==> src/rtl/xcu_pkg.sv <==
package xcu_pkg;
    localparam int BYTE_W = 8;
    localparam int CNT_W  = 2 * BYTE_W;
    localparam int LEN_W  = CNT_W + 1;
    localparam int DMA_FLAG_BIT = 7;

    typedef enum logic {
        SEL_LOW = 1'b0,
        SEL_HIGH = 1'b1
    } cnt_sel_e;
endpackage

==> src/rtl/xcu_len_calc.sv <==
module xcu_len_calc
    import xcu_pkg::*;
#(
    parameter int PEND_W  = 18,
    parameter int CMD_CAP = 32
) (
    input  logic [CNT_W-1:0]         count_in,
    input  logic                     phase_in,
    input  logic signed [PEND_W-1:0] pend_in,
    output logic [LEN_W-1:0]         len_out
);
    localparam int MAG_W = (PEND_W > LEN_W) ? PEND_W : LEN_W;

    logic [MAG_W-1:0] full_w;
    logic [MAG_W-1:0] mag_w;
    logic [MAG_W-1:0] cap_w;
    logic [MAG_W-1:0] pick_w;

    always_comb begin
        full_w = '0;
        if (count_in == '0) begin
            full_w[CNT_W] = 1'b1;
        end else begin
            full_w[CNT_W-1:0] = count_in;
        end
        mag_w = '0;
        if (pend_in[PEND_W-1]) begin
            mag_w[PEND_W-1:0] = ~pend_in + 1'b1;
        end else begin
            mag_w[PEND_W-1:0] = pend_in;
        end
        cap_w  = phase_in ? MAG_W'(CMD_CAP) : mag_w;
        pick_w = (full_w < cap_w) ? full_w : cap_w;
        len_out = pick_w[LEN_W-1:0];
    end
endmodule

==> src/rtl/xcu_rem_step.sv <==
module xcu_rem_step
    import xcu_pkg::*;
#(
    parameter int BEAT_W = 8
) (
    input  logic [LEN_W-1:0]  rem_in,
    input  logic              beat_in,
    input  logic [BEAT_W-1:0] bytes_in,
    input  logic              seg_in,
    output logic [LEN_W-1:0]  rem_out,
    output logic              hit_zero
);
    logic [LEN_W-1:0] dec_w;

    always_comb begin
        dec_w = beat_in ? LEN_W'(bytes_in) : '0;
        if (seg_in || dec_w >= rem_in) begin
            rem_out = '0;
        end else begin
            rem_out = rem_in - dec_w;
        end
        hit_zero = (rem_in != '0) && (rem_out == '0);
    end
endmodule

==> src/rtl/xfer_count_unit.sv <==
module xfer_count_unit
    import xcu_pkg::*;
#(
    parameter int         PEND_W  = 18,
    parameter int         BEAT_W  = 8,
    parameter int         CMD_CAP = 32,
    parameter logic [6:0] TI_OP   = 7'h10
) (
    input  logic                     clk,
    input  logic                     rst_n,
    input  logic                     reg_wr_en,
    input  logic                     reg_wr_sel,
    input  logic [7:0]               reg_wr_data,
    input  logic                     cmd_valid,
    input  logic [7:0]               cmd_code,
    input  logic                     cmd_phase,
    input  logic signed [PEND_W-1:0] pend_cnt,
    input  logic                     beat_valid,
    input  logic [BEAT_W-1:0]        beat_bytes,
    input  logic                     seg_end,
    output logic [15:0]              live_count,
    output logic [16:0]              xfer_len,
    output logic [16:0]              dma_remaining,
    output logic                     to_target,
    output logic                     tc_status,
    output logic                     done_pulse
);
    typedef struct packed {
        logic [BYTE_W-1:0] sh_lo;
        logic [BYTE_W-1:0] sh_hi;
        logic [CNT_W-1:0]  live;
        logic [LEN_W-1:0]  len;
        logic [LEN_W-1:0]  rem;
        logic              dir;
        logic              tc;
        logic              done;
    } state_t;

    state_t st_d, st_q;

    logic             is_dma_w;
    logic             is_ti_w;
    logic [CNT_W-1:0] eff_cnt_w;
    logic [LEN_W-1:0] calc_len_w;
    logic [LEN_W-1:0] rem_next_w;
    logic             hit_zero_w;

    assign is_dma_w  = cmd_valid && cmd_code[DMA_FLAG_BIT];
    assign is_ti_w   = cmd_valid && (cmd_code[6:0] == TI_OP);
    assign eff_cnt_w = is_dma_w ? {st_q.sh_hi, st_q.sh_lo} : st_q.live;

    xcu_len_calc #(.PEND_W(PEND_W), .CMD_CAP(CMD_CAP)) len_calc_i (
        .count_in (eff_cnt_w),
        .phase_in (cmd_phase),
        .pend_in  (pend_cnt),
        .len_out  (calc_len_w)
    );

    xcu_rem_step #(.BEAT_W(BEAT_W)) rem_step_i (
        .rem_in   (st_q.rem),
        .beat_in  (beat_valid),
        .bytes_in (beat_bytes),
        .seg_in   (seg_end),
        .rem_out  (rem_next_w),
        .hit_zero (hit_zero_w)
    );

    always_comb begin
        st_d = st_q;
        st_d.done = 1'b0;
        if (reg_wr_en) begin
            if (cnt_sel_e'(reg_wr_sel) == SEL_LOW) begin
                st_d.sh_lo = reg_wr_data;
            end else begin
                st_d.sh_hi = reg_wr_data;
            end
            st_d.tc = 1'b0;
        end
        if (cmd_valid) begin
            if (is_dma_w) begin
                st_d.live = {st_q.sh_hi, st_q.sh_lo};
            end
            if (is_ti_w) begin
                st_d.len = calc_len_w;
                st_d.dir = pend_cnt[PEND_W-1];
                if (is_dma_w) begin
                    st_d.rem = calc_len_w;
                    st_d.tc  = 1'b0;
                end
            end
        end else begin
            st_d.rem = rem_next_w;
            if (hit_zero_w) begin
                st_d.done = 1'b1;
            end
            if (hit_zero_w || seg_end) begin
                st_d.tc   = 1'b1;
                st_d.live = '0;
            end
        end
    end

    always_ff @(posedge clk) begin
        if (!rst_n) begin
            st_q <= '0;
        end else begin
            st_q <= st_d;
        end
    end

    assign live_count    = st_q.live;
    assign xfer_len      = st_q.len;
    assign dma_remaining = st_q.rem;
    assign to_target     = st_q.dir;
    assign tc_status     = st_q.tc;
    assign done_pulse    = st_q.done;
endmodule

==> config.mk <==
export PLATFORM = sky130hd
export DESIGN_NAME = xfer_count_unit
export DESIGN_NICKNAME = d
export VERILOG_FILES = /design/src/rtl/xcu_pkg.sv /design/src/rtl/xcu_len_calc.sv /design/src/rtl/xcu_rem_step.sv /design/src/rtl/xfer_count_unit.sv
export SDC_FILE = /design/constraint.sdc
export NUM_CORES = 1
export LEC_CHECK = 0
export BUFFER_PORTS_ARGS = -buffer_cell sky130_fd_sc_hd__buf_2
export CAP_MARGIN = 30
export CELL_PAD_IN_SITES_DETAIL_PLACEMENT = 0
export CELL_PAD_IN_SITES_GLOBAL_PLACEMENT = 1
export CORE_MARGIN = 2
export CORE_UTILIZATION = 44
export DETAILED_ROUTE_END_ITERATION = 6
export GPL_TIMING_DRIVEN = 0
export PLACE_DENSITY_LB_ADDON = 0.12
export SYNTH_ARGS = -nofsm -noshare
export SYNTH_HDL_FRONTEND = slang
export SYNTH_SLANG_ARGS = --single-unit
==> constraint.sdc <==
create_clock -name clk -period 9.42 [get_ports clk]
set_input_delay 1.413 -clock clk [delete_from_list [all_inputs] [get_ports clk]]
set_output_delay 1.413 -clock clk [all_outputs]
set_load 0.02 [all_outputs]
; After elaboration in Yosys (flattened, before gate mapping)
; Cells that the tools add are included.
[totals]
elab_cells = 50
output_inout_bits = 53
inputBits = 50
regBits = 69
[classes]
n_mux = 18
n_eq_ne = 3
bitwise = 3
n_lt_le_gt_ge = 2
n_reduce_logical = 14
addsub = 2
[op_table]
columns = operator, n
row1 = $mux 17, 4
row2 = $mux 16, 4
row3 = $mux 18, 2
row4 = $mux 19, 1
row5 = $add 18x1->18 const B, 1
row6 = $lt 17x18->1, 1
row7 = $not 18->18, 1
row8 = $ge 17x17->1, 1
row9 = $logic_not 17->1, 1
row10 = $reduce_bool 17->1, 1
row11 = $sub 17x17->17, 1
row12 = $logic_not 16->1, 1
row13 = $mux 8, 1
row14 = $reduce_and 2->1, 4
row15 = $eq 7x5->1 const B, 1
row16 = $mux 1, 6
row17 = $ne 2x1->1 const B, 2
row18 = $logic_and 1x1->1, 3
row19 = $logic_or 1x1->1, 2
row20 = $not 1->1, 2
row21 = $reduce_bool 2->1, 1
row22 = $reduce_or 2->1, 1

; Longest topological paths before layout
; Gate-level depths: netlist of run 1.
[logic_depth]
depth_word = 9
depth_mapped = 18
ltp_nobuf = 16

; Cells and area by module
; From an unflattened synthesis of run 1, not the netlist that was laid out.
[hier_totals]
cells_unflattened = 681
hier_area_um2 = 5564.1
[modules_own_cells]
columns = mod, n_inst, seq_area_each_um2, area_each_um2, cells_per_inst
row1 = xfer_count_unit, 1, 1381.3, 3550.9, 392
row2 = xcu_len_calc, 1, 0.0, 1226.2, 167
row3 = xcu_rem_step, 1, 0.0, 787.0, 122

; Worst setup path after synthesis of run 1
; No wires, ideal clock.
[synth_timing]
path_type = input to register
startpoint = input pend_cnt[5]
endpoint = register st_q (netlist bit dma_remaining[13])
setup_time_ps = 83
t_required_ps = 9337
path_buffers = 1
slack_ps = 4651
stages = 15
t_arrival_ps = 4686
cell_sequence = nor4_1 nand3_1 o21ai_0 xor2_1 or2_2 ha_1 nand4_1 nor2_1 nor3_1 a21oi_1 nor3_1 a21o_1 buf_6 mux2_2 o221ai_1
[synth_between]
elab_chain_cells = 9
[synth_lines]
columns = item, line
row1 = from (decl), xfer_count_unit.sv:17  ; input logic signed [PEND_W-1:0] pend_cnt,
row2 = $not 18->18, xcu_len_calc.sv:28  ; mag_w[PEND_W-1:0] = ~pend_in + 1'b1;
row3 = $add 18x1->18, xcu_len_calc.sv:28
row4 = $mux 18 *, xcu_len_calc.sv:27  ; if (pend_in[PEND_W-1]) begin
row5 = $mux 18 *, xcu_len_calc.sv:32  ; cap_w = phase_in ? MAG_W'(CMD_CAP) : mag_w;
row6 = $lt 17x18->1, xcu_len_calc.sv:33  ; pick_w = (full_w < cap_w) ? full_w : cap_w;
row7 = $mux 17 *, xcu_len_calc.sv:33
row8 = $mux 17 *, xfer_count_unit.sv:86  ; if (is_dma_w) begin
row9 = $mux 19 *, xfer_count_unit.sv:83  ; if (is_ti_w) begin
row10 = $mux 17 *, xfer_count_unit.sv:79  ; if (cmd_valid) begin
row11 = to (signal assigned), xfer_count_unit.sv:107  ; st_q <= st_d;
row12 = to (decl), xfer_count_unit.sv:39  ; state_t st_d, st_q;
; Every way passes the cells marked *; elsewhere a longest branch is shown, timed or not. The select of a mux whose other input is x is not followed.
; A chain may end at the register's enable or synchronous reset.

; Final worst setup path of run 1
[layout_timing]
startpoint = input pend_cnt[3]
endpoint = register st_q (netlist bit xfer_len[12])
[layout_between]
elab_chain_cells = 6
[layout_lines]
columns = item, line
row1 = $not 18->18, xcu_len_calc.sv:28
row2 = $add 18x1->18, xcu_len_calc.sv:28
row3 = $mux 18 *, xcu_len_calc.sv:27
row4 = $mux 18 *, xcu_len_calc.sv:32
row5 = $lt 17x18->1, xcu_len_calc.sv:33
row6 = $mux 17 *, xcu_len_calc.sv:33
; Every way passes the cells marked *; elsewhere a longest branch is shown, timed or not.

==> flow_summary.json, run 1 <==
{
  "maxCapViolations": 0,
  "vdd_ir_drop_max_v": 0.0001785,
  "vias": 4830,
  "cts-hold-fix-buffers": 0,
  "numPlacedInstances": 870,
  "yosysWarningCount": 0,
  "synth-edff-count": 0,
  "post_synth_instance_area_um2": 5012,
  "whs_ps": 462.3,
  "ys_types": 59,
  "dp_hpwl_um": 11610,
  "route.antenna.remaining_nets": 0,
  "worst_clock_skew_ps": 5.441,
  "tritoncts.num_buffers": 9,
  "drt-wirelength-per-cell_um": 16.34,
  "total_leakage_power_uw": 0.002738,
  "powerDensity_nw_per_um2": 270.8,
  "power.share.sequential_pct": 23.2,
  "detailedRoute.firstIterationViolations": 357,
  "rows": 38,
  "detailed_router_iteration_count_before_antenna_repair": 5,
  "clk_pin_slew_worst_paths_ps": 60,
  "clk_path_buf_depth": 2,
  "drive_gt1_share_pct": 27.92,
  "crit_path_cell_trace": "buf_2 -> nor4_1 -> nand3_1 -> o21ai_0 -> xor2_1 -> or2_2 -> ha_1 -> nand4_1 -> nor2_1 -> nor3_1 -> a21oi_1 -> nor3_1 -> a21o_1 -> buf_6 -> buf_6 -> mux2i_1 -> o22ai_1",
  "power.total_uw": 1620,
  "maxClockFrequency_ghz": 0.1864,
  "cp-start-kind": "input pin",
  "ios": 103,
  "nNetsFinal": 818,
  "setup_viol": 0,
  "antennaDiodeCount": 0,
  "detail_route.drc_violations": 0,
  "grt_start_max_net_pins": 12,
  "swShare_pct": 42.33,
  "timing.setup.tns_ps": 0,
  "critPathArrivalTime_ps": 5560,
  "die_w_um": 110.7,
  "main_flop_type_after_synthesis": "sky130_fd_sc_hd__dfxtp_1",
  "groute.usage.overall_pct": 23.51,
  "placed_cell_area_um2": 5668,
  "cp_data_required_time_ps": 9610,
  "buffer_ports.inserted": 96,
  "internal_power_uw": 934.6,
  "worst-path-max-fanout": 10,
  "postSynth.asyncResetShare_pct": 0,
  "worst_skew_pair.late_latency_ps": 330,
  "cts.repair_timing.setup_buffer_count": 0,
  "netlist_instances": 634,
  "die_height_um": 110.7,
  "final_area_um2": 5983,
  "synth_area_per_cell_um2": 7.906,
  "relSlewSlack_pct": 38.54,
  "area.growth.synth_to_final_pct": 19.37,
  "rsz0062_at_grt": "no",
  "worst_pin_slew_ps": 914.8,
  "initial_antenna_violation_count": 0,
  "totalWireLength_um": 14460,
  "outcome": "finished clean",
  "finalWorstPathRequiredPeriod_ps": 5366,
  "fin_crit_sh_pct": 56.96,
  "stdcell_count": 885,
  "timing.final.max_slew_violations": 0,
  "hold_viol_final": 0,
  "cp_num_buf_inv": 3,
  "syn-num-nets": 711,
  "gp_congestion": 0.9274,
  "vias_per_cell": 5.458,
  "setup.worst_path.class": "input pin to flip-flop",
  "tritoncts": "built",
  "critPathCaptureType": "flip-flop",
  "ctsRootBufferMaster": "sky130_fd_sc_hd__clkbuf_16",
  "cpLargestDelayFamily": "simple AND/OR/NAND/NOR gates",
  "grt.overflow.total": 0,
  "register_bit_total_from_synthesis": 69,
  "timing.hold.worst.class": "flip-flop to flip-flop",
  "crit_slowest_cell": "sky130_fd_sc_hd__nor3_1",
  "post_cts_resized": 0,
  "share_of_power_burned_in_combinational_logic_pct": 54.3,
  "core-area_um2": 10980,
  "synth.yosys.seq_area_share_pct": 27.56,
  "clock_sink_count": 69,
  "slowest_delay_ps": 700,
  "die_area_um2": 12260,
  "start_util_pct": 45.64,
  "first_global_vias": 4422,
  "clkPwrFrac_pct": 22.5,
  "switching_power_uw": 685.9,
  "cts_h_tree_depth": 3,
  "global_route_wire_length_before_repair_um": 23320
}
cell usage after synthesis, drive strengths merged (3+ instances only):
cell | count | area (µm²)
dfxtp | 69 | 1381
buf | 60 | 446.7
o2111ai | 3 | 26.28
o31ai | 9 | 81.33
o221ai | 3 | 26.28
and2 | 5 | 31.28
o41ai | 3 | 33.79
nor2 | 41 | 153.9
or3 | 9 | 66.31
ha | 26 | 325.3
mux2 | 17 | 191.4
nor4 | 12 | 75.07
a211oi | 11 | 100.1
inv | 33 | 123.9
clkbuf | 22 | 82.58
nand2b | 5 | 31.28
a21oi | 45 | 225.2
a22oi | 5 | 37.54
nor2b | 4 | 25.02
nand2 | 59 | 221.5
or2 | 12 | 77.58
o22ai | 20 | 125.1
o21ai | 48 | 240.2
mux2i | 19 | 190.2
a21o | 3 | 22.52
xnor2 | 7 | 61.31
o21bai | 3 | 22.52
nor3 | 9 | 45.04
a31oi | 5 | 31.28
nand3 | 26 | 130.1
xor2 | 14 | 122.6
nand4 | 5 | 31.28
logic make-up (layout without fill, tap and decap cells):
family	after synthesis	count (layout)	share of synthesized area (%)
xor+xnor	21	21	3.670
flops	69	69	27.56
buf+inv	115	226	13.03
simple gates	196	196	19.20
fa+ha+maj	27	27	6.890
mux	36	36	7.613
compound gates	170	170	22.04
power groups by stage:
stage	logic [µW]	clock network [µW]	registers, µW
3_5_place_dp	865	0	381
6_report	880	364	376
2_1_floorplan	674	0	369
4_1_cts	872	366	375
3_3_place_gp	858	0	381
5_1_grt	971	381	381
final timing paths:
check        depth (start not counted)  slack [ps]       endpoint              from
max                                 17        4050   xfer_len[12]       pend_cnt[3]
min                                  2         460       st_q[58]          st_q[58]
max reg2reg                         12        6010  live_count[4]  dma_remaining[0]
min reg2reg                          2         460       st_q[58]          st_q[58]
state kept, by name, indices dropped and copies added (netlist names):
name / flops
to_target: 1
st_q: 16
done_pulse: 1
live_count: 16
tc_status: 1
xfer_len: 17
dma_remaining: 17
metrics by stage:
step | worst slack (ps) | util, %
floorplan | 4651 | -
detailed placement | 3823 | 51.61
CTS | 4135 | 54.48
global route | 3688 | 54.48
global placement | 3877 | 51.61
finish | 4054 | 54.48
routing by layer:
metal	global-route usage, %	vias up	wire (µm)
met5	0	-	0
met4	5.333	0	129
met3	3.991	11	945
met2	34.07	159	6001
met1	36.17	2234	7383
li1	-	2426	-
area by class of cell:
class                   instances  area, µm²
flip-flops and latches         69       1381
clock inverters                 4      72.57
inverters                      33      123.9
clock buffers                  11      242.7
plain buffers                  82      529.3
fillers                      1041       5000
multi-input cells             450       2978
repair buffers                 96      480.5
well taps                     140      175.2
placed cells by master, fill, tap and decap left out, drive strengths merged, types with 3 or more instances in the layout:
master	count
nor4	12
nand4	5
buf	156
nand2	59
dfxtp	69
o41ai	3
o221ai	3
nor3	9
and2	5
xor2	14
nor2	41
a21o	3
mux2i	19
a211oi	11
o22ai	20
inv	33
ha	26
a31oi	5
o21bai	3
nor2b	4
xnor2	7
or2	12
or3	9
o2111ai	3
o31ai	9
nand2b	5
mux2	17
a21oi	45
o21ai	48
clkbuf	33
a22oi	5
nand3	26
worst register-to-register path, cell delays in order (launching register included):
cell	delay, ps
sky130_fd_sc_hd__dfxtp_1	400
sky130_fd_sc_hd__inv_1	60
sky130_fd_sc_hd__ha_1	230
sky130_fd_sc_hd__inv_1	70
sky130_fd_sc_hd__fa_1	460
sky130_fd_sc_hd__nor4_1	360
sky130_fd_sc_hd__and3_1	250
sky130_fd_sc_hd__o2111ai_1	120
sky130_fd_sc_hd__nor4_1	330
sky130_fd_sc_hd__a31oi_1	230
sky130_fd_sc_hd__o31ai_4	420
sky130_fd_sc_hd__buf_4	250
sky130_fd_sc_hd__o22ai_1	90
Note: power is estimated with default switching activity, not from simulation.
==> run 2: changes to the inputs <==
--- a/config.mk
+++ b/config.mk
@@ -10,7 +10,7 @@
 export CELL_PAD_IN_SITES_DETAIL_PLACEMENT = 0
 export CELL_PAD_IN_SITES_GLOBAL_PLACEMENT = 1
 export CORE_MARGIN = 2
-export CORE_UTILIZATION = 44
+export CORE_UTILIZATION = 37
 export DETAILED_ROUTE_END_ITERATION = 6
 export GPL_TIMING_DRIVEN = 0
 export PLACE_DENSITY_LB_ADDON = 0.12
==> constraint.sdc (replaced) <==
create_clock -name clk -period 4.8 [get_ports clk]
set_input_delay 0.72 -clock clk [delete_from_list [all_inputs] [get_ports clk]]
set_output_delay 0.72 -clock clk [all_outputs]
set_load 0.02 [all_outputs]
==> flow_summary.json, run 2 (synthesis results as in run 1) <==
{
  "global_route_wire_length_before_repair_um": 23620,
  "r2r-end": "live_count[4]",
  "commonest_cells_after_routing_fill_and_taps_aside": "sky130_fd_sc_hd__buf_2, sky130_fd_sc_hd__dfxtp_1, sky130_fd_sc_hd__nand2_1, sky130_fd_sc_hd__buf_4, sky130_fd_sc_hd__o21ai_0",
  "area.growth.synth_to_final_pct": 19.70,
  "layout.cells.most_common": "sky130_fd_sc_hd__buf_2",
  "total_leakage_power_uw": 0.002721,
  "antennaDiodeCount": 0,
  "maxCapViolations": 0,
  "detailedRoute.firstIterationViolations": 291,
  "grt.overflow.total": 0,
  "powerDensity_nw_per_um2": 517.4,
  "buffer_ports.inserted": 96,
  "critPathCaptureType": "flip-flop",
  "fin_crit_sh_pct": 89.23,
  "cp-start-kind": "input pin",
  "min_from": "st_q[59]",
  "finalWorstPathRequiredPeriod_ps": 4283,
  "vias": 4836,
  "drive_gt1_share_pct": 28.23,
  "timing.hold.worst_endpoint": "st_q[59]",
  "cts_h_tree_depth": 3,
  "timing.final.max_slew_violations": 0,
  "cp_num_buf_inv": 3,
  "first_global_vias": 4449,
  "worst_skew_pair.late_latency_ps": 340,
  "stdcell_count": 920,
  "multiInputGateArea_um2": 2983,
  "vdd_ir_drop_max_v": 0.0002276,
  "cp_data_required_time_ps": 5000,
  "critPathArrivalTime_ps": 4480,
  "setup_slack_on_the_worst_flop_to_flop_path_ps": 1370,
  "outcome": "finished clean",
  "clk_pin_slew_worst_paths_ps": 60,
  "rows": 42,
  "ios": 103,
  "rr_worst_depth": 12,
  "maxClockFrequency_ghz": 0.2335,
  "vias_per_cell": 5.257,
  "worstHoldPathCells": 2,
  "filler_cell_count": 1400,
  "setup.worst_path.class": "input pin to flip-flop",
  "dp_hpwl_um": 12150,
  "slowest_delay_ps": 490,
  "detailed_router_iteration_count_before_antenna_repair": 5,
  "start_util_pct": 37.85,
  "crit_path_cell_trace": "buf_2 -> nor4_1 -> nand3_1 -> o21ai_0 -> xor2_1 -> or2_2 -> ha_1 -> nand4_1 -> nor2_1 -> nor3_1 -> a21oi_1 -> nor3_2 -> a21o_1 -> buf_6 -> buf_6 -> mux2i_1 -> o22ai_1",
  "die_area_um2": 14490,
  "gp_congestion": 0.8956,
  "die_height_um": 120.4,
  "worst_pin_slew_ps": 828.2,
  "regToRegStartpoint": "dma_remaining[0]",
  "hold_viol_final": 0,
  "timing.hold.worst.class": "flip-flop to flip-flop",
  "totalWireLength_um": 15090,
  "seqCellArea_um2": 1381,
  "power.total_uw": 3104,
  "detail_route.drc_violations": 0,
  "core-area_um2": 13240,
  "worst_clock_skew_ps": 8.492,
  "pre_cts_slack_ps": -73.99,
  "final_area_um2": 6000,
  "tritoncts": "built",
  "clock_sink_count": 69,
  "timing.final.ws_setup_ps": 517.0,
  "cpLargestDelayFamily": "simple AND/OR/NAND/NOR gates",
  "clk_path_buf_depth": 2,
  "die_w_um": 120.4,
  "initial_antenna_violation_count": 0,
  "numPlacedInstances": 906,
  "worst-path-max-fanout": 10,
  "rsz0062_at_grt": "no",
  "cts.repair_timing.setup_buffer_count": 0,
  "route.antenna.remaining_nets": 0,
  "setup_viol": 0,
  "tritoncts.num_buffers": 9,
  "relSlewSlack_pct": 44.53,
  "ctsRootBufferMaster": "sky130_fd_sc_hd__clkbuf_16",
  "drt-wirelength-per-cell_um": 16.40,
  "startpoint_of_the_worst_setup_timing_path": "pend_cnt[3]",
  "groute.usage.overall_pct": 20.97,
  "crit_slowest_cell": "sky130_fd_sc_hd__nor4_1",
  "placed_cell_area_um2": 5713,
  "grt_start_max_net_pins": 13,
  "nNetsFinal": 817,
  "critPathMostFrequentCell": "sky130_fd_sc_hd__buf_6",
  "layout.core_utilization_pct": 45.30
}
-- run 2: layer usage --
metal  global-route usage, %  wire length [µm]  vias up  part of all wire, %
li1                        -                 -     2425                    -
met3                   4.387              1003       17                  6.6
met2                   30.83              6347      154                   42
met4                   4.797               159        0                  1.1
met5                       0                 0        -                    0
met1                   31.22              7579     2240                   50
-- run 2: final cells by class --
| class | instances | share of cell area, % |
|---|---|---|
| multi-input combinational | 450 | 49.72 |
| sequential | 69 | 23.02 |
| buffer | 81 | 8.759 |
| timing repair buffer | 96 | 8.008 |
| clock buffer | 11 | 4.213 |
| tap | 176 | 3.670 |
| inverter | 33 | 2.065 |
| clock inverter | 4 | 0.5422 |
-- run 2: worst register-to-register path, cell delays in order (launching register included) --
cell                        delay, ps
sky130_fd_sc_hd__dfxtp_1          400
sky130_fd_sc_hd__inv_1             60
sky130_fd_sc_hd__ha_1             230
sky130_fd_sc_hd__inv_1             80
sky130_fd_sc_hd__fa_1             470
sky130_fd_sc_hd__nor4_1           380
sky130_fd_sc_hd__and3_1           250
sky130_fd_sc_hd__o2111ai_1        120
sky130_fd_sc_hd__nor4_1           340
sky130_fd_sc_hd__a31oi_1          240
sky130_fd_sc_hd__o31ai_4          420
sky130_fd_sc_hd__buf_4            250
sky130_fd_sc_hd__o22ai_1           80
-- run 2: report_power, final --
group / leakage (µW) / switching, µW / internal (µW)
Combinational: 0.00203 / 1000 / 724
Clock: 0.000134 / 258 / 378
Sequential: 0.000559 / 95.7 / 645
Total: 0.00272 / 1360 / 1750
-- run 2: worst max path at each step --
stage,to,cells after the start
floorplan,dma_remaining[13],15
global placement,dma_remaining[14],16
detailed placement,dma_remaining[14],16
CTS,dma_remaining[15],16
global route,dma_remaining[14],17
finish,xfer_len[12],17
-- run 2: per-stage QoR --
step,hold slack (ps),setup TNS [ps]
5_1_grt,472.4,0
3_5_place_dp,446.5,-341.7
2_1_floorplan,433.8,0
4_1_cts,454.6,0
6_report,456.7,0
3_3_place_gp,443.0,-609.4
-- run 2: what timing repair did --
action                                  CTS  global route
gates resized for setup                   0             1
endpoints found under the setup margin    0             9
hold buffers                              0             0
==> run 3: changes to the inputs <==
--- a/config.mk
+++ b/config.mk
@@ -11,6 +11,7 @@
 export CELL_PAD_IN_SITES_GLOBAL_PLACEMENT = 1
 export CORE_MARGIN = 2
 export CORE_UTILIZATION = 37
+export CTS_BUF_LIST = sky130_fd_sc_hd__clkbuf_16
 export DETAILED_ROUTE_END_ITERATION = 6
 export GPL_TIMING_DRIVEN = 0
 export PLACE_DENSITY_LB_ADDON = 0.12
==> flow_summary.json, run 3 (synthesis results as in run 1) <==
{
  "cts-hold-fix-buffers": 0,
  "pre_cts_slack_ps": -73.99,
  "worst_skew_pair.late_latency_ps": 330,
  "die_height_um": 120.4,
  "hold_viol_final": 0,
  "gp_congestion": 0.8956,
  "die_area_um2": 14490,
  "clkPwrFrac_pct": 19.6,
  "filler_cell_count": 1402,
  "clock_sink_count": 69,
  "finalWorstPathRequiredPeriod_ps": 4289,
  "relSlewSlack_pct": 45.13,
  "cp_data_required_time_ps": 5000,
  "switching_power_uw": 1356,
  "drive_gt1_share_pct": 27.96,
  "detail_route.drc_violations": 0,
  "timing.final.ws_setup_ps": 510.6,
  "crit_slowest_cell": "sky130_fd_sc_hd__nor4_1",
  "nNetsFinal": 817,
  "cp_num_buf_inv": 3,
  "groute.usage.overall_pct": 20.97,
  "grt_start_max_net_pins": 13,
  "worstHoldPathCells": 2,
  "rr_worst_depth": 12,
  "critPathCaptureType": "flip-flop",
  "dp_hpwl_um": 12150,
  "drt-wirelength-per-cell_um": 16.41,
  "critical_path_cell_count": 17,
  "antennaDiodeCount": 0,
  "powerDensity_nw_per_um2": 513.6,
  "maxCapViolations": 0,
  "tritoncts": "built",
  "area.growth.synth_to_final_pct": 19.30,
  "vdd_ir_drop_max_v": 0.0002274,
  "total_leakage_power_uw": 0.002710,
  "power.share.sequential_pct": 24.1,
  "detailed_router_iteration_count_before_antenna_repair": 6,
  "commonest_cells_after_routing_fill_and_taps_aside": "sky130_fd_sc_hd__buf_2, sky130_fd_sc_hd__dfxtp_1, sky130_fd_sc_hd__nand2_1, sky130_fd_sc_hd__buf_4, sky130_fd_sc_hd__o21ai_0",
  "detailedRoute.firstIterationViolations": 288,
  "vias": 4837,
  "fin_crit_sh_pct": 89.36,
  "cp-start-kind": "input pin",
  "tritoncts.num_buffers": 9,
  "timing.hold.worst.class": "flip-flop to flip-flop",
  "crit_path_cell_trace": "buf_2 -> nor4_1 -> nand3_1 -> o21ai_0 -> xor2_1 -> or2_2 -> ha_1 -> nand4_1 -> nor2_1 -> nor3_1 -> a21oi_1 -> nor3_2 -> a21o_1 -> buf_6 -> buf_6 -> mux2i_1 -> o22ai_1",
  "share_of_power_burned_in_combinational_logic_pct": 56.3,
  "global_route_wire_length_before_repair_um": 23620,
  "critPathMostFrequentCell": "sky130_fd_sc_hd__buf_6",
  "numPlacedInstances": 906,
  "route.antenna.remaining_nets": 0,
  "setup.worst_path.class": "input pin to flip-flop",
  "stdcell_count": 920,
  "internal_power_uw": 1715,
  "vias_per_cell": 5.258,
  "start_util_pct": 37.85,
  "layout.cells.most_common": "sky130_fd_sc_hd__buf_2",
  "worst_pin_slew_ps": 819.2,
  "swShare_pct": 44.15,
  "worst_clock_skew_ps": 8.554,
  "initial_antenna_violation_count": 0,
  "core-area_um2": 13240,
  "maxClockFrequency_ghz": 0.2331,
  "slowest_delay_ps": 490,
  "rows": 42,
  "grt.overflow.total": 0,
  "cts_h_tree_depth": 3,
  "ctsRootBufferMaster": "sky130_fd_sc_hd__clkbuf_16",
  "setup_slack_on_the_worst_flop_to_flop_path_ps": 1370,
  "die_w_um": 120.4,
  "clk_pin_slew_worst_paths_ps": 60,
  "buffer_ports.inserted": 96,
  "ios": 103,
  "first_global_vias": 4449,
  "layout.core_utilization_pct": 45.15,
  "cpLargestDelayFamily": "simple AND/OR/NAND/NOR gates",
  "rsz0062_at_grt": "no",
  "worst-path-max-fanout": 10,
  "outcome": "finished clean",
  "critPathArrivalTime_ps": 4490,
  "timing.final.max_slew_violations": 0,
  "clk_path_buf_depth": 2,
  "setup_viol": 0,
  "totalWireLength_um": 15100
}
## run 3: changes by cell type in the layout (fill, tap and decap cells not counted), sizes merged
cell,change
clkbuf,-2
clkinv,+2
## run 3: what timing repair did
action	4_1_cts	5_1_grt
gates resized for setup	0	1
endpoints found under the setup margin	0	9
setup buffers	0	0
hold endpoints to repair	0	0
## run 3: path summary, 6_finish.rpt
kind	from	end
setup / recovery	pend_cnt[3]	xfer_len[12]
hold / removal	st_q[59]	st_q[59]
setup reg to reg	dma_remaining[0]	live_count[4]
hold reg to reg	st_q[59]	st_q[59]
## run 3: area by class of cell
class / count / area, µm² / area share [%]
buffer: 81 / 525.5 / 8.788
inverter: 33 / 123.9 / 2.072
clock buffer: 9 / 225.2 / 3.766
clock inverter: 6 / 40.04 / 0.6696
tap: 176 / 220.2 / 3.683
sequential: 69 / 1381 / 23.10
multi-input combinational: 450 / 2983 / 49.88
timing repair buffer: 96 / 480.5 / 8.035
## run 3: through the flow
step	TNS (ps)	area, µm²	total power, µW	hold slack, ps
detailed placement	-341.7	5713	2454	446.5
floorplan	0	5012	2045	433.8
CTS	0	5978	3063	454.6
global placement	-609.4	5713	2452	443.0
finish	0	5979	3071	456.7
global route	0	5979	3282	472.4
## run 3: per-layer routing
layer / share of wire (%) / global-route usage, % / vias up
met2: 42 / 30.83 / 160
li1: - / - / 2425
met5: 0 / 0 / -
met4: 1.1 / 4.797 / 0
met3: 7.0 / 4.387 / 17
met1: 50 / 31.22 / 2235
## run 3: power by group through the flow
stage,combinational [µW],clock (µW),sequential [µW]
6_report,1730,602,741
5_1_grt,1890,641,751
4_1_cts,1710,609,741
3_5_place_dp,1700,0,754
3_3_place_gp,1700,0,750
2_1_floorplan,1320,0,723
## run 3: worst min-delay path, stage by stage, from the launching register on
cell and delay (ps):
sky130_fd_sc_hd__dfxtp_1 300, sky130_fd_sc_hd__nand2_1 50, sky130_fd_sc_hd__a21oi_1 50
